**config.mk**
```make
export PLATFORM = sky130hd
export DESIGN_NAME = irq_entry_seq
export DESIGN_NICKNAME = d
export VERILOG_FILES = /design/src/rtl/irq_seq_pkg.sv /design/src/rtl/irq_req_sync.sv /design/src/rtl/irq_pending_ctl.sv /design/src/rtl/irq_stack_seq.sv /design/src/rtl/irq_entry_seq.sv
export SDC_FILE = /design/constraint.sdc
export NUM_CORES = 1
export LEC_CHECK = 0
export BUFFER_PORTS_ARGS = -buffer_cell sky130_fd_sc_hd__buf_2
export CORE_MARGIN = 5
export CORE_UTILIZATION = 47
export DETAILED_ROUTE_END_ITERATION = 16
export PLACE_DENSITY = 0.88
export SETUP_SLACK_MARGIN = 0.02
export SLEW_MARGIN = 20
export SYNTH_ARGS = -nofsm -noshare
export SYNTH_HDL_FRONTEND = slang
export SYNTH_SLANG_ARGS = --single-unit
```
**constraint.sdc**
```tcl
create_clock -name clk -period 1.9 [get_ports clk]
set_clock_uncertainty 0.1 [all_clocks]
set_input_delay 0.19 -clock clk [delete_from_list [all_inputs] [get_ports clk]]
set_output_delay 0.19 -clock clk [all_outputs]
set_load 0.01 [all_outputs]
```
**src/rtl/irq_seq_pkg.sv**
```systemverilog
package irq_seq_pkg;

    typedef enum logic [3:0] {
        ST_IDLE,
        ST_PUSH_HI,
        ST_PUSH_LO,
        ST_PUSH_FL,
        ST_VECTOR,
        ST_POP_FL,
        ST_POP_LO,
        ST_POP_HI,
        ST_RESTORE
    } seq_state_e;

    typedef struct packed {
        logic [15:0] pc;
        logic [7:0]  flags;
    } cpu_ctx_t;

    function automatic logic is_push(input seq_state_e s);
        return (s == ST_PUSH_HI) || (s == ST_PUSH_LO) || (s == ST_PUSH_FL);
    endfunction

    function automatic logic is_pop(input seq_state_e s);
        return (s == ST_POP_FL) || (s == ST_POP_LO) || (s == ST_POP_HI);
    endfunction

endpackage

```
**src/rtl/irq_req_sync.sv**
```systemverilog
module irq_req_sync #(
    parameter int SYNC_STAGES = 2
) (
    input  logic clk,
    input  logic rst,
    input  logic pin_i,
    output logic rise_o
);
    localparam int N = (SYNC_STAGES < 2) ? 2 : SYNC_STAGES;

    logic [N-1:0] chain_q;
    logic         last_q;

    always_ff @(posedge clk) begin
        if (rst) chain_q[0] <= 1'b0;
        else     chain_q[0] <= pin_i;
    end

    for (genvar g = 1; g < N; g++) begin : g_stage
        always_ff @(posedge clk) begin
            if (rst) chain_q[g] <= 1'b0;
            else     chain_q[g] <= chain_q[g-1];
        end
    end

    always_ff @(posedge clk) begin
        if (rst) last_q <= 1'b0;
        else     last_q <= chain_q[N-1];
    end

    assign rise_o = chain_q[N-1] & ~last_q;

    // an edge event lasts one cycle only
    p_single_pulse_r1: assert property (@(posedge clk) disable iff (rst)
        rise_o |=> !rise_o);

endmodule

```
**src/rtl/irq_pending_ctl.sv**
```systemverilog
module irq_pending_ctl (
    input  logic clk,
    input  logic rst,
    input  logic rise_i,
    input  logic tick_i,
    input  logic take_i,
    input  logic restore_i,
    input  logic ie_set_i,
    input  logic ie_clr_i,
    output logic pending_o,
    output logic ie_o
);
    logic event_w;
    assign event_w = rise_i | tick_i;

    always_ff @(posedge clk) begin
        if (rst) pending_o <= 1'b0;
        else     pending_o <= (pending_o & ~take_i) | event_w;
    end

    always_ff @(posedge clk) begin
        if (rst)            ie_o <= 1'b0;
        else if (take_i)    ie_o <= 1'b0;
        else if (restore_i) ie_o <= 1'b1;
        else if (ie_clr_i)  ie_o <= 1'b0;
        else if (ie_set_i)  ie_o <= 1'b1;
    end

    // an event always leaves a pending request behind
    p_event_pends_r2: assert property (@(posedge clk) disable iff (rst)
        event_w |=> pending_o);

    // without an event the request is consumed by entry
    p_take_clears_r2: assert property (@(posedge clk) disable iff (rst)
        (take_i && !event_w) |=> !pending_o);

    // entry always drops the enable
    p_entry_masks_r6: assert property (@(posedge clk) disable iff (rst)
        take_i |=> !ie_o);

    // return always reopens the enable
    p_restore_opens_r9: assert property (@(posedge clk) disable iff (rst)
        restore_i |=> ie_o);

endmodule

```
**src/rtl/irq_stack_seq.sv**
```systemverilog
module irq_stack_seq
    import irq_seq_pkg::*;
#(
    parameter int              SP_W   = 8,
    parameter logic [SP_W-1:0] SP_INIT = '0,
    parameter logic [15:0]     VECTOR = 16'hFFF0
) (
    input  logic            clk,
    input  logic            rst,
    input  logic            retire_i,
    input  logic            rti_i,
    input  logic            pending_i,
    input  logic            ie_i,
    input  logic [15:0]     pc_i,
    input  logic [7:0]      flags_i,
    input  logic [7:0]      stk_rdata_i,
    output logic            take_o,
    output logic            restore_o,
    output logic            stk_we_o,
    output logic            stk_re_o,
    output logic [SP_W-1:0] stk_addr_o,
    output logic [7:0]      stk_wdata_o,
    output logic            pc_load_o,
    output logic [15:0]     pc_value_o,
    output logic            flags_load_o,
    output logic [7:0]      flags_value_o,
    output logic            busy_o
);
    localparam logic [SP_W-1:0] SP_ONE = 1;

    seq_state_e      state_q, state_d;
    logic [SP_W-1:0] sp_q;
    cpu_ctx_t        saved_q, popped_q;
    logic            idle_w, begin_rti_w;

    assign idle_w      = (state_q == ST_IDLE);
    assign take_o      = idle_w && retire_i && pending_i && ie_i && !rti_i;
    assign begin_rti_w = idle_w && rti_i;
    assign restore_o   = (state_q == ST_RESTORE);
    assign busy_o      = !idle_w;

    always_comb begin
        state_d = state_q;
        unique case (state_q)
            ST_IDLE:    if (begin_rti_w) state_d = ST_POP_FL;
                        else if (take_o) state_d = ST_PUSH_HI;
            ST_PUSH_HI: state_d = ST_PUSH_LO;
            ST_PUSH_LO: state_d = ST_PUSH_FL;
            ST_PUSH_FL: state_d = ST_VECTOR;
            ST_VECTOR:  state_d = ST_IDLE;
            ST_POP_FL:  state_d = ST_POP_LO;
            ST_POP_LO:  state_d = ST_POP_HI;
            ST_POP_HI:  state_d = ST_RESTORE;
            ST_RESTORE: state_d = ST_IDLE;
            default:    state_d = ST_IDLE;
        endcase
    end

    always_ff @(posedge clk) begin
        if (rst) begin
            state_q  <= ST_IDLE;
            sp_q     <= SP_INIT;
            saved_q  <= '0;
            popped_q <= '0;
        end else begin
            state_q <= state_d;
            if (take_o) saved_q <= '{pc: pc_i, flags: flags_i};
            if (is_push(state_q)) sp_q <= sp_q - SP_ONE;
            if (is_pop(state_q))  sp_q <= sp_q + SP_ONE;
            if (state_q == ST_POP_FL) popped_q.flags    <= stk_rdata_i;
            if (state_q == ST_POP_LO) popped_q.pc[7:0]  <= stk_rdata_i;
            if (state_q == ST_POP_HI) popped_q.pc[15:8] <= stk_rdata_i;
        end
    end

    always_comb begin
        stk_we_o      = is_push(state_q);
        stk_re_o      = is_pop(state_q);
        stk_addr_o    = is_push(state_q) ? (sp_q - SP_ONE) : sp_q;
        stk_wdata_o   = '0;
        pc_load_o     = 1'b0;
        pc_value_o    = '0;
        flags_load_o  = 1'b0;
        flags_value_o = popped_q.flags;
        unique case (state_q)
            ST_PUSH_HI: stk_wdata_o = saved_q.pc[15:8];
            ST_PUSH_LO: stk_wdata_o = saved_q.pc[7:0];
            ST_PUSH_FL: stk_wdata_o = saved_q.flags;
            ST_VECTOR: begin
                pc_load_o  = 1'b1;
                pc_value_o = VECTOR;
            end
            ST_RESTORE: begin
                pc_load_o    = 1'b1;
                pc_value_o   = popped_q.pc;
                flags_load_o = 1'b1;
            end
            default: ;
        endcase
    end

    // the stack port never reads and writes in one cycle
    p_port_exclusive_r8: assert property (@(posedge clk) disable iff (rst)
        !(stk_we_o && stk_re_o));

    // the high return byte is written in the cycle after entry
    p_first_push_r4: assert property (@(posedge clk) disable iff (rst)
        take_o |=> (stk_we_o && stk_wdata_o == $past(pc_i[15:8])));

    // each write lowers the pointer by one
    p_sp_down_r4: assert property (@(posedge clk) disable iff (rst)
        stk_we_o |=> (sp_q == $past(sp_q) - SP_ONE));

    // a sequence only starts on a retire or return command
    p_boundary_r3: assert property (@(posedge clk) disable iff (rst)
        $rose(busy_o) |-> ($past(retire_i) || $past(rti_i)));

    // every program-counter load ends the sequence
    p_load_ends_r5: assert property (@(posedge clk) disable iff (rst)
        pc_load_o |=> !busy_o);

endmodule

```
**src/rtl/irq_entry_seq.sv**
```systemverilog
module irq_entry_seq
    import irq_seq_pkg::*;
#(
    parameter int              SYNC_STAGES = 2,
    parameter int              SP_W        = 8,
    parameter logic [SP_W-1:0] SP_INIT     = '0,
    parameter logic [15:0]     VECTOR      = 16'hFFF0
) (
    input  logic            clk,
    input  logic            rst,
    input  logic            irq_pin_i,
    input  logic            tick_i,
    input  logic            retire_i,
    input  logic            rti_i,
    input  logic            ie_set_i,
    input  logic            ie_clr_i,
    input  logic [15:0]     pc_i,
    input  logic [7:0]      flags_i,
    input  logic [7:0]      stk_rdata_i,
    output logic            stk_we_o,
    output logic            stk_re_o,
    output logic [SP_W-1:0] stk_addr_o,
    output logic [7:0]      stk_wdata_o,
    output logic            pc_load_o,
    output logic [15:0]     pc_value_o,
    output logic            flags_load_o,
    output logic [7:0]      flags_value_o,
    output logic            ie_o,
    output logic            busy_o
);
    logic rise_w, pending_w, take_w, restore_w;

    irq_req_sync #(.SYNC_STAGES(SYNC_STAGES)) u_sync (
        .clk    (clk),
        .rst    (rst),
        .pin_i  (irq_pin_i),
        .rise_o (rise_w)
    );

    irq_pending_ctl u_pend (
        .clk       (clk),
        .rst       (rst),
        .rise_i    (rise_w),
        .tick_i    (tick_i),
        .take_i    (take_w),
        .restore_i (restore_w),
        .ie_set_i  (ie_set_i),
        .ie_clr_i  (ie_clr_i),
        .pending_o (pending_w),
        .ie_o      (ie_o)
    );

    irq_stack_seq #(.SP_W(SP_W), .SP_INIT(SP_INIT), .VECTOR(VECTOR)) u_seq (
        .clk           (clk),
        .rst           (rst),
        .retire_i      (retire_i),
        .rti_i         (rti_i),
        .pending_i     (pending_w),
        .ie_i          (ie_o),
        .pc_i          (pc_i),
        .flags_i       (flags_i),
        .stk_rdata_i   (stk_rdata_i),
        .take_o        (take_w),
        .restore_o     (restore_w),
        .stk_we_o      (stk_we_o),
        .stk_re_o      (stk_re_o),
        .stk_addr_o    (stk_addr_o),
        .stk_wdata_o   (stk_wdata_o),
        .pc_load_o     (pc_load_o),
        .pc_value_o    (pc_value_o),
        .flags_load_o  (flags_load_o),
        .flags_value_o (flags_value_o),
        .busy_o        (busy_o)
    );

    // while busy, the enable cannot be reopened by a retire
    p_busy_masked_r11: assert property (@(posedge clk) disable iff (rst)
        (busy_o && !pc_load_o && !ie_o && !ie_set_i) |=> !ie_o);

endmodule

```
==> flow_summary.ini, run 1 <==
[global_routing]
grt_max_degree = 41
antenna_found_initial = 0
grt_usage = 0.2252
grt_pass1_vias = 3210
grt_remaining_overflow = 0
grt_pass1_wl_mm = 15.26

[place]
dp_hpwl_mm = 5.720
dp_slack_ns = 0.08264
port_buffers = 85
gp_congestion = 0.8905
placed_area_sq_um = 3617

[synthesis]
synth_area_leader_cell = dfxtp_1
syn_avg_cell_area_sq_um = 8.125
synth_edf_count = 0
synthAdderAreaFrac = 0.008084
synth_commonest_cells = nand2_1 (85), dfxtp_1 (65), a21oi_1 (44), nor2_1 (29), clkbuf_1 (14)
ys_seq_area_frac = 0.4204
mappedNetlistNets = 423
synth_compound_area_frac = 0.1524
yosys.cell_types.count = 41
synth.top_cell.area_share = 0.4204
synthMuxAreaShare = 0.06589
yosys_warnings = 0
async_flop_share = 0
yosysMostFrequentCell = nand2_1
ys_ff_latch = 65
syn_inst = 381
synth_top_family_by_area = simple AND/OR/NAND/NOR gates
synth_xor_area_frac = 0.02546
yosys.area_share.simple = 0.2518
yosys-top-cells-area = dfxtp_1 (42%), nand2_1 (10%), a21oi_1 (7.1%), mux2_2 (4.0%), nor2_1 (3.5%)
synthFlopType = dfxtp_1
synth_area_sq_um = 3095

[run_status]
violations = setup timing
status = finished with violations

[critical_path]
crit_path_frequent_cell = inv_1
r2r_end = u_seq.saved_q[5]
cp.arrival_ns = 1.80
max_stage_delay_ns = 0.38
reg2regPathDepth = 6
worstReg2RegStart = u_seq.state_q[0]
critPathSlowestCell = dfxtp_2
worstPathCellList = inv_1 > ha_2 > inv_1 > nor4_2 > buf_4 > xor2_1 > buf_2
critPathCaptureType = output port
regToRegSetupSlack_ns = 0
critical_path_class = flip-flop to output port
worstPathRequired_ns = 1.61
cp-start-kind = flip-flop
cp_max_fo = 6

[detailed_routing]
firstDrtPassIters = 6
antenna_left = 0
wl_mm = 10.51
dr_total_vias = 3311
wl_per_cell_um = 17.93
routed_via_density = 5.650
drt-initial-drc-count = 264
drc = 0

[sta]
hold_slack_ns = 0.006909
slew-limit-headroom = 0.4897
fmax_ghz = 0.4783
rsz0062_at_grt = true
tightest_slew_ns = 0.7654
finalHoldViolations = 0
fin_crit_sh = 1.100
finalCriticalPeriod_ns = 2.091
worst_slack_ns = -0.1906
slew_viol_final = 0
finalSetupTns_ns = -2.063
setup_violations = 26

[floorplanning]
ioPinCount = 86
initial_core_util = 0.4847
die_h_um = 91.16
rows = 29
die_w_um = 91.16
die-area_sq_um = 8309
core-area_sq_um = 6386

[layout]
layout-drive-gt1-share = 0.4283
n_antenna_cell = 0
syn2layout_area_growth_pct = 50.57
nets = 547
design_area_sq_um = 4661
fill_cells = 416

[clock_network]
htreeDepth = 3
numClockSinks = 65
clockRootBuffer = clkbuf_8
clk_pin_slew_worst_paths_ns = 0.07
cts_tree = yes
cts_made_buffers = 9
cts_buffer_depth = 2
clk_latency_ns = 0.34

[worst_hold_path]
min_path_cells = 3
hold_end = u_seq.popped_q[9]
hold_class = primary input to flip-flop
worstHoldStart = stk_rdata_i[1]

[power]
ir_drop_v = 0.001081
power_density_nw_per_um2 = 1331
total_power_mw = 6.206
p_leak_nw = 2.026

[job]
maxCapViolCount = 0
==> power by group <==
group          internal, mW  switching, mW
Clock                 0.767          0.515
Sequential             1.53          0.165
Combinational          1.56           1.67
Total                  3.86           2.35
==> kinds of logic after synthesis <==
kind of cell	Yosys count
DFF	65
muxes	19
and+or+nand+nor	166
adders and majority gates	2
xor gates and xnor gates	9
buffers and inverters	42
AOI/OAI and AO/OA	78
==> registers in the layout, summed over array words and instances (netlist names) <==
name / count
u_pend.ie_o: 1
u_seq.saved_q: 24
u_seq.state_q: 4
u_seq.flags_value_o: 8
u_pend.pending_o: 1
u_seq.popped_q: 16
u_seq.sp_q: 8
u_sync.last_q: 1
u_sync.chain_q: 2
==> metal layers <==
metal	GRT usage	vias up	routed length (um)
met5	0	-	0
met2	0.3936	176	5524
met4	0.1027	0	268
met3	0.05455	30	870
li1	-	1526	-
met1	0.2581	1579	3841
==> what timing repair did <==
action | in CTS | in global routing
gates resized for setup | 50 | 62
hold buffers | 21 | 0
setup endpoints to repair | 35 | 46
gates cloned | 4 | 2
pin swaps | 14 | 30
setup buffers | 12 | 7
hold endpoints to repair | 21 | 0
==> critical path: cells and delay by family (launching register included) <==
family / cells / cell delay, ns
fa+ha+maj: 1 / 0.23
simple gates: 1 / 0.25
buf+inv: 4 / 0.48
xor+xnor: 1 / 0.13
flops: 1 / 0.38
==> metrics by stage <==
stage | cells | utilization
after CTS | 581 | 0.6826
final | 586 | 0.7298
after detailed placement | 529 | 0.5664
after floorplan | 381 | -
after global placement | 529 | 0.5664
after global routing | 586 | 0.7298
==> cell type report <==
cell class	count	area [sq um]	share of cell area
Clock buffer	12	145.1	0.03114
Inverter	5	18.77	0.004027
Multi-Input combinational cell	274	1846	0.3960
Clock inverter	3	65.06	0.01396
Timing Repair Buffer	150	1175	0.2521
Tap cell	77	96.34	0.02067
Sequential cell	65	1315	0.2821
==> worst max-delay path by stage <==
stage                                  end        startpoint  slack [ns]  cells after the start
after floorplan           u_pend.pending_o  u_seq.state_q[0]        0.02                      7
after global placement       stk_addr_o[7]     u_seq.sp_q[4]        0.08                      4
after global routing         stk_addr_o[6]     u_seq.sp_q[1]       -0.29                      7
after CTS                    stk_addr_o[7]     u_seq.sp_q[4]       -0.18                      4
after detailed placement     u_seq.sp_q[7]     u_seq.sp_q[4]        0.08                      4
final                        stk_addr_o[6]     u_seq.sp_q[1]       -0.19                      7
==> layout by cell type, fill, tap and decap left out, drive strengths merged, types with 4 or more instances in the layout <==
cell and count:
dlygate4sd3 21, buf 127, clkbuf 14, o21ai 5, a21o 13, nand3 5
and2 5, dfxtp 65, nor3b 5, inv 5, nor2b 9, a22oi 9
xor2 4, mux2i 8, xnor2 5, nor2 29, a21oi 44, nor3 8
mux2 11, nor4 5, nand2 85
No activity file was read; power rests on OpenSTA's default activity.
==> run 2, diff against run 1 <==
--- a/config.mk
+++ b/config.mk
@@ -6,6 +6,7 @@
 export NUM_CORES = 1
 export LEC_CHECK = 0
 export BUFFER_PORTS_ARGS = -buffer_cell sky130_fd_sc_hd__buf_2
+export CAP_MARGIN = 20
 export CORE_MARGIN = 5
 export CORE_UTILIZATION = 47
 export DETAILED_ROUTE_END_ITERATION = 16
==> constraint.sdc (replaced) <==
create_clock -name clk -period 1.91 [get_ports clk]
set_clock_uncertainty 0.1 [all_clocks]
set_input_delay 0.191 -clock clk [delete_from_list [all_inputs] [get_ports clk]]
set_output_delay 0.191 -clock clk [all_outputs]
set_load 0.01 [all_outputs]
==> flow_summary.ini, run 2 (synthesis gave the netlist of run 1 again) <==
[run_status]
status = finished with violations
violations = hold timing, setup timing

[layout]
syn2layout_area_growth_pct = 61.12
final-seq-area_sq_um = 1316
design_area_sq_um = 4987
top_regs = u_seq.saved_q (24), u_seq.popped_q (16)
nets = 563
fill_cells = 381
final_cell_mix = buf_2 (78), nand2_1 (62), dfxtp_1 (57)
largest_register_ffs = 24
layout_commonest_cell = buf_2
regMostFlops = u_seq.saved_q
final_core_util = 0.7810
fin_cells = 603
multi_input_area_sq_um = 2026
n_antenna_cell = 0
layout-drive-gt1-share = 0.4943

[sta]
finalHoldViolations = 2
fin_crit_sh = 1.144
fmax_ghz = 0.4575
slew_viol_final = 0
slew-limit-headroom = 0.4733
finalCriticalPeriod_ns = 2.186
rsz0062_at_grt = true
hold_slack_ns = -0.004807
tightest_slew_ns = 0.7900
finalSetupTns_ns = -3.740
worst_slack_ns = -0.2757
setup_violations = 52

[detailed_routing]
drc = 0
routed_via_density = 5.793
wl_mm = 11.51
drt-initial-drc-count = 249
wl_per_cell_um = 19.08
dr_total_vias = 3493
antenna_left = 0
firstDrtPassIters = 5

[place]
gp_congestion = 0.8633
port_buffers = 85
dp_slack_ns = 0.02605
placedCellCount = 528
placed_area_sq_um = 3622
dp_hpwl_mm = 5.666

[global_routing]
antenna_found_initial = 0
met3_usage = 0.07438
grt_busiest_layer = met2
grt_usage = 0.2339
grt_max_degree = 41
met1_usage = 0.2527
grt_use_met2 = 0.4267
grt_pass1_vias = 3358
grt_pass1_wl_mm = 15.78
grt_remaining_overflow = 0

[floorplanning]
ioPinCount = 86
rows = 29
initial_core_util = 0.4847
die_h_um = 91.16
die-area_sq_um = 8309
die_w_um = 91.16
core-area_sq_um = 6386

[clock_network]
clockRootBuffer = clkbuf_8
clk_latency_ns = 0.35
numClockSinks = 65
clk_pin_slew_worst_paths_ns = 0.08
cts_made_buffers = 9
cts_buffer_depth = 2
htreeDepth = 3
cts_tree = yes

[critical_path]
worstPathRequired_ns = 1.62
cp-start-kind = flip-flop
cp_max_fo = 6
cp.arrival_ns = 1.89
critPathCaptureType = output port
critical_path_class = flip-flop to output port

[worst_hold_path]
hold_class = primary input to flip-flop

[power]
power_density_nw_per_um2 = 1253
p_leak_nw = 2.271
total_power_mw = 6.251
ir_drop_v = 0.001202

[job]
maxCapViolCount = 0
run 2: changes by cell type in the layout (fill, tap and decap cells not counted), moves of 2 or more:
cell	before	now
buf_2	80	78
nand2_4	4	18
nand2_1	73	62
buf_4	20	30
a21oi_1	38	24
nand2_2	8	5
a21oi_2	6	20
dlygate4sd3_1	21	23
buf_8	0	2
run 2: report_power, final:
part           switching [mW]  internal, mW  total, mW
sequential              0.152          1.53       1.68
combinational            1.73          1.67       3.40
clock                   0.538         0.636       1.17
run 2: metal layers:
| metal | wire, um | vias up | part of all wire |
|---|---|---|---|
| met5 | 0 | - | 0 |
| met4 | 430 | 0 | 0.037 |
| met3 | 769 | 55 | 0.067 |
| met2 | 6069 | 172 | 0.53 |
| met1 | 4236 | 1704 | 0.37 |
| li1 | - | 1562 | - |
run 2: what timing repair did:
action / 4_1_cts / 5_1_grt
gates resized for setup: 57 / 98
hold buffers: 22 / 1
gates cloned: 5 / 3
endpoints found under the hold margin: 22 / 1
pin swaps: 20 / 59
endpoints found under the setup margin: 34 / 64
setup buffers: 14 / 18
run 2: final timing paths:
check	startpoint	endpoint	slack, ns	depth (start not counted)
max	u_seq.sp_q[1]	stk_addr_o[6]	-0.28	7
min	stk_rdata_i[3]	u_seq.popped_q[11]	-0.005	3
max reg2reg	u_seq.state_q[0]	u_seq.saved_q[9]	-0.09	9
min reg2reg	u_seq.saved_q[23]	u_seq.saved_q[23]	0.36	2
run 2: critical path, stage by stage (launching register included):
cell,delay (ns)
dfxtp_2,0.38
inv_1,0.18
ha_4,0.18
inv_1,0.06
nor4_2,0.27
buf_4,0.17
xor2_1,0.15
buf_2,0.15
run 2: layout make-up:
type,instances,share of cell area
well taps,77,0.01932
multi-input cells,275,0.4062
clock buffers,13,0.02985
flip-flops and latches,65,0.2639
clock inverters,3,0.008028
repair buffers,165,0.2689
inverters,5,0.003763
==> run 3, diff against run 2 <==
--- a/config.mk
+++ b/config.mk
@@ -5,8 +5,9 @@
 export SDC_FILE = /design/constraint.sdc
 export NUM_CORES = 1
 export LEC_CHECK = 0
+export ABC_AREA = 1
 export BUFFER_PORTS_ARGS = -buffer_cell sky130_fd_sc_hd__buf_2
-export CAP_MARGIN = 20
+export CAP_MARGIN = 10
 export CORE_MARGIN = 5
 export CORE_UTILIZATION = 47
 export DETAILED_ROUTE_END_ITERATION = 16
==> flow_summary.ini, run 3 <==
[run_status]
status = complete, no violations

[critical_path]
cp_max_fo = 9
worstPathRequired_ns = 1.62
r2r_end = u_seq.saved_q[12]
regToRegSetupSlack_ns = 0.22
crit_buf_inv = 2
cp-start-kind = flip-flop
worstPathCellList = nor2_4 > inv_2 > nor2_4 > nand2_1 > nand3_2 > buf_2
critical_path_class = flip-flop to output port
worstReg2RegStart = u_seq.state_q[2]
reg2regPathDepth = 8
path_delay_family = simple AND/OR/NAND/NOR gates
cp.arrival_ns = 1.58
crit_path_frequent_cell = nor2_4
critPathCaptureType = output port
max_stage_delay_ns = 0.37
critPathSlowestCell = dfxtp_4

[sta]
tightest_slew_ns = 0.4139
setup_violations = 0
finalCriticalPeriod_ns = 1.876
slew-limit-headroom = 0.7237
finalHoldViolations = 0
rsz0062_at_grt = true
slew_viol_final = 0
fmax_ghz = 0.5331
worst_slack_ns = 0.03417
fin_crit_sh = 0.9821
hold_slack_ns = 0.01293

[job]
maxCapViolCount = 0

[power]
ir_drop_v = 0.0006938
total_power_mw = 4.699
clock_power_share = 0.282
p_sw_mw = 1.685
p_int_mw = 3.014
power_density_nw_per_um2 = 1136
switching_share = 0.3586
p_leak_nw = 2.094
combPwrFrac = 0.365
seqPwrFrac = 0.353

[synthesis]
synth_edf_count = 0
synth_commonest_cells = nor2_1 (116), nand2_1 (80), dfxtp_1 (65), o21ai_0 (52), inv_1 (29)
yosys.cell_types.count = 29
ys_ff_latch = 65
synthFlopType = dfxtp_1
async_flop_share = 0
ys_seq_area_frac = 0.4330
yosysMostFrequentCell = nor2_1
synth_area_sq_um = 3005
yosys-top-cells-area = dfxtp_1 (43%), nor2_1 (14%), nand2_1 (10%), o21ai_0 (8.7%), nand3_1 (3.8%)
mappedNetlistNets = 480
syn_avg_cell_area_sq_um = 6.862
synth_area_leader_cell = dfxtp_1
yosys_warnings = 0
synth.top_cell.area_share = 0.4330
syn_inst = 438

[detailed_routing]
routed_via_density = 5.033
dr_total_vias = 3181
firstDrtPassIters = 7
wl_mm = 8.776
antenna_left = 0
drt-initial-drc-count = 215
drc = 0
wl_per_cell_um = 13.89

[layout]
final_cell_mix = nor2_1 (115), buf_2 (81), nand2_1 (72)
top_regs = u_seq.saved_q (24), u_seq.popped_q (16)
fin_cells = 632
nets = 592
syn2layout_area_growth_pct = 37.64
regMostFlops = u_seq.saved_q
n_antenna_cell = 0
layout_commonest_cell = nor2_1
layout-drive-gt1-share = 0.2883
design_area_sq_um = 4136
largest_register_ffs = 24

[worst_hold_path]
min_path_cells = 3
hold_class = primary input to flip-flop
worstHoldStart = stk_rdata_i[4]
hold_end = u_seq.popped_q[20]

[clock_network]
cts_made_buffers = 9
clockRootBuffer = clkbuf_8
cts_tree = yes
clk_pin_slew_worst_paths_ns = 0.08
cts_buffer_depth = 2
numClockSinks = 65
clk_latency_ns = 0.33
htreeDepth = 3

[global_routing]
grt_max_degree = 26
antenna_found_initial = 0
grt_remaining_overflow = 0
grt_pass1_vias = 3070
grt_usage = 0.2021
grt_pass1_wl_mm = 13.72

[place]
placed_area_sq_um = 3437
placedCellCount = 582
port_buffers = 85
gp_congestion = 0.9210
dp_slack_ns = 0.2864
dp_hpwl_mm = 5.416

[floorplanning]
initial_core_util = 0.4788
die-area_sq_um = 8094
die_w_um = 89.97
core-area_sq_um = 6277
ioPinCount = 86
rows = 29
die_h_um = 89.97
## run 3: through the flow
| step | TNS [ns] | utilization |
|---|---|---|
| after CTS | 0 | 0.6241 |
| final | 0 | 0.6590 |
| after global placement | 0 | 0.5475 |
| after floorplan | 0 | - |
| after detailed placement | 0 | 0.5475 |
| after global routing | -0.1179 | 0.6590 |
## run 3: timing repair
action,in CTS,in global routing
buffers inserted,0,9
setup endpoints to repair,14,25
pin swaps,1,6
hold buffers,24,1
gates resized for setup,6,32
endpoints found under the hold margin,24,1
## run 3: how the worst max path moves through the flow
| stage | start | to | slack (ns) | depth (start not counted) |
|---|---|---|---|---|
| 2_1_floorplan | u_seq.state_q[1] | pc_value_o[10] | 0.48 | 6 |
| 6_report | u_seq.state_q[2] | stk_wdata_o[5] | 0.03 | 6 |
| 4_1_cts | u_seq.state_q[3] | stk_wdata_o[7] | 0.02 | 7 |
| 3_3_place_gp | u_seq.state_q[2] | stk_wdata_o[0] | 0.31 | 6 |
| 3_5_place_dp | u_seq.state_q[2] | stk_wdata_o[0] | 0.29 | 6 |
| 5_1_grt | u_seq.state_q[2] | stk_addr_o[2] | -0.04 | 7 |
## run 3: tightest hold or removal path, cell delays in order
cell	delay, ns
buf_2	0.10
nor2_1	0.04
nor2_1	0.09
## run 3: cell type report
type	instances	area, sq um
Inverter	34	130.1
Timing Repair Buffer	126	840.8
Sequential cell	65	1310
Multi-Input combinational cell	314	1531
Tap cell	77	96.34
Clock buffer	10	137.6
Fill cell	530	2141
Clock inverter	6	90.09
## run 3: cell families (layout without fill, tap and decap cells)
kind of cell    count (synthesis)  in the layout  share of synthesized area
fa+ha+maj                       2              2                   0.008325
xor+xnor                        5              5                    0.01707
flops                          65             65                     0.4330
buf+inv                        59            176                    0.08992
simple gates                  240            240                     0.3385
compound gates                 67             67                     0.1132
## run 3: power groups by stage
| stage | Combinational, mW | Clock, mW | Sequential, mW |
|---|---|---|---|
| CTS | 1.49 | 1.35 | 1.64 |
| floorplan | 1.07 | 0 | 1.62 |
| global placement | 1.40 | 0 | 1.66 |
| finish | 1.71 | 1.33 | 1.66 |
| detailed placement | 1.44 | 0 | 1.67 |
| global route | 1.89 | 1.42 | 1.68 |
## run 3: per-layer routing
metal,part of all wire,track usage,vias up
li1,-,-,1596
met1,0.39,0.2192,1428
met2,0.52,0.3482,133
met3,0.066,0.06678,24
met4,0.023,0.1042,0
met5,0,0,-
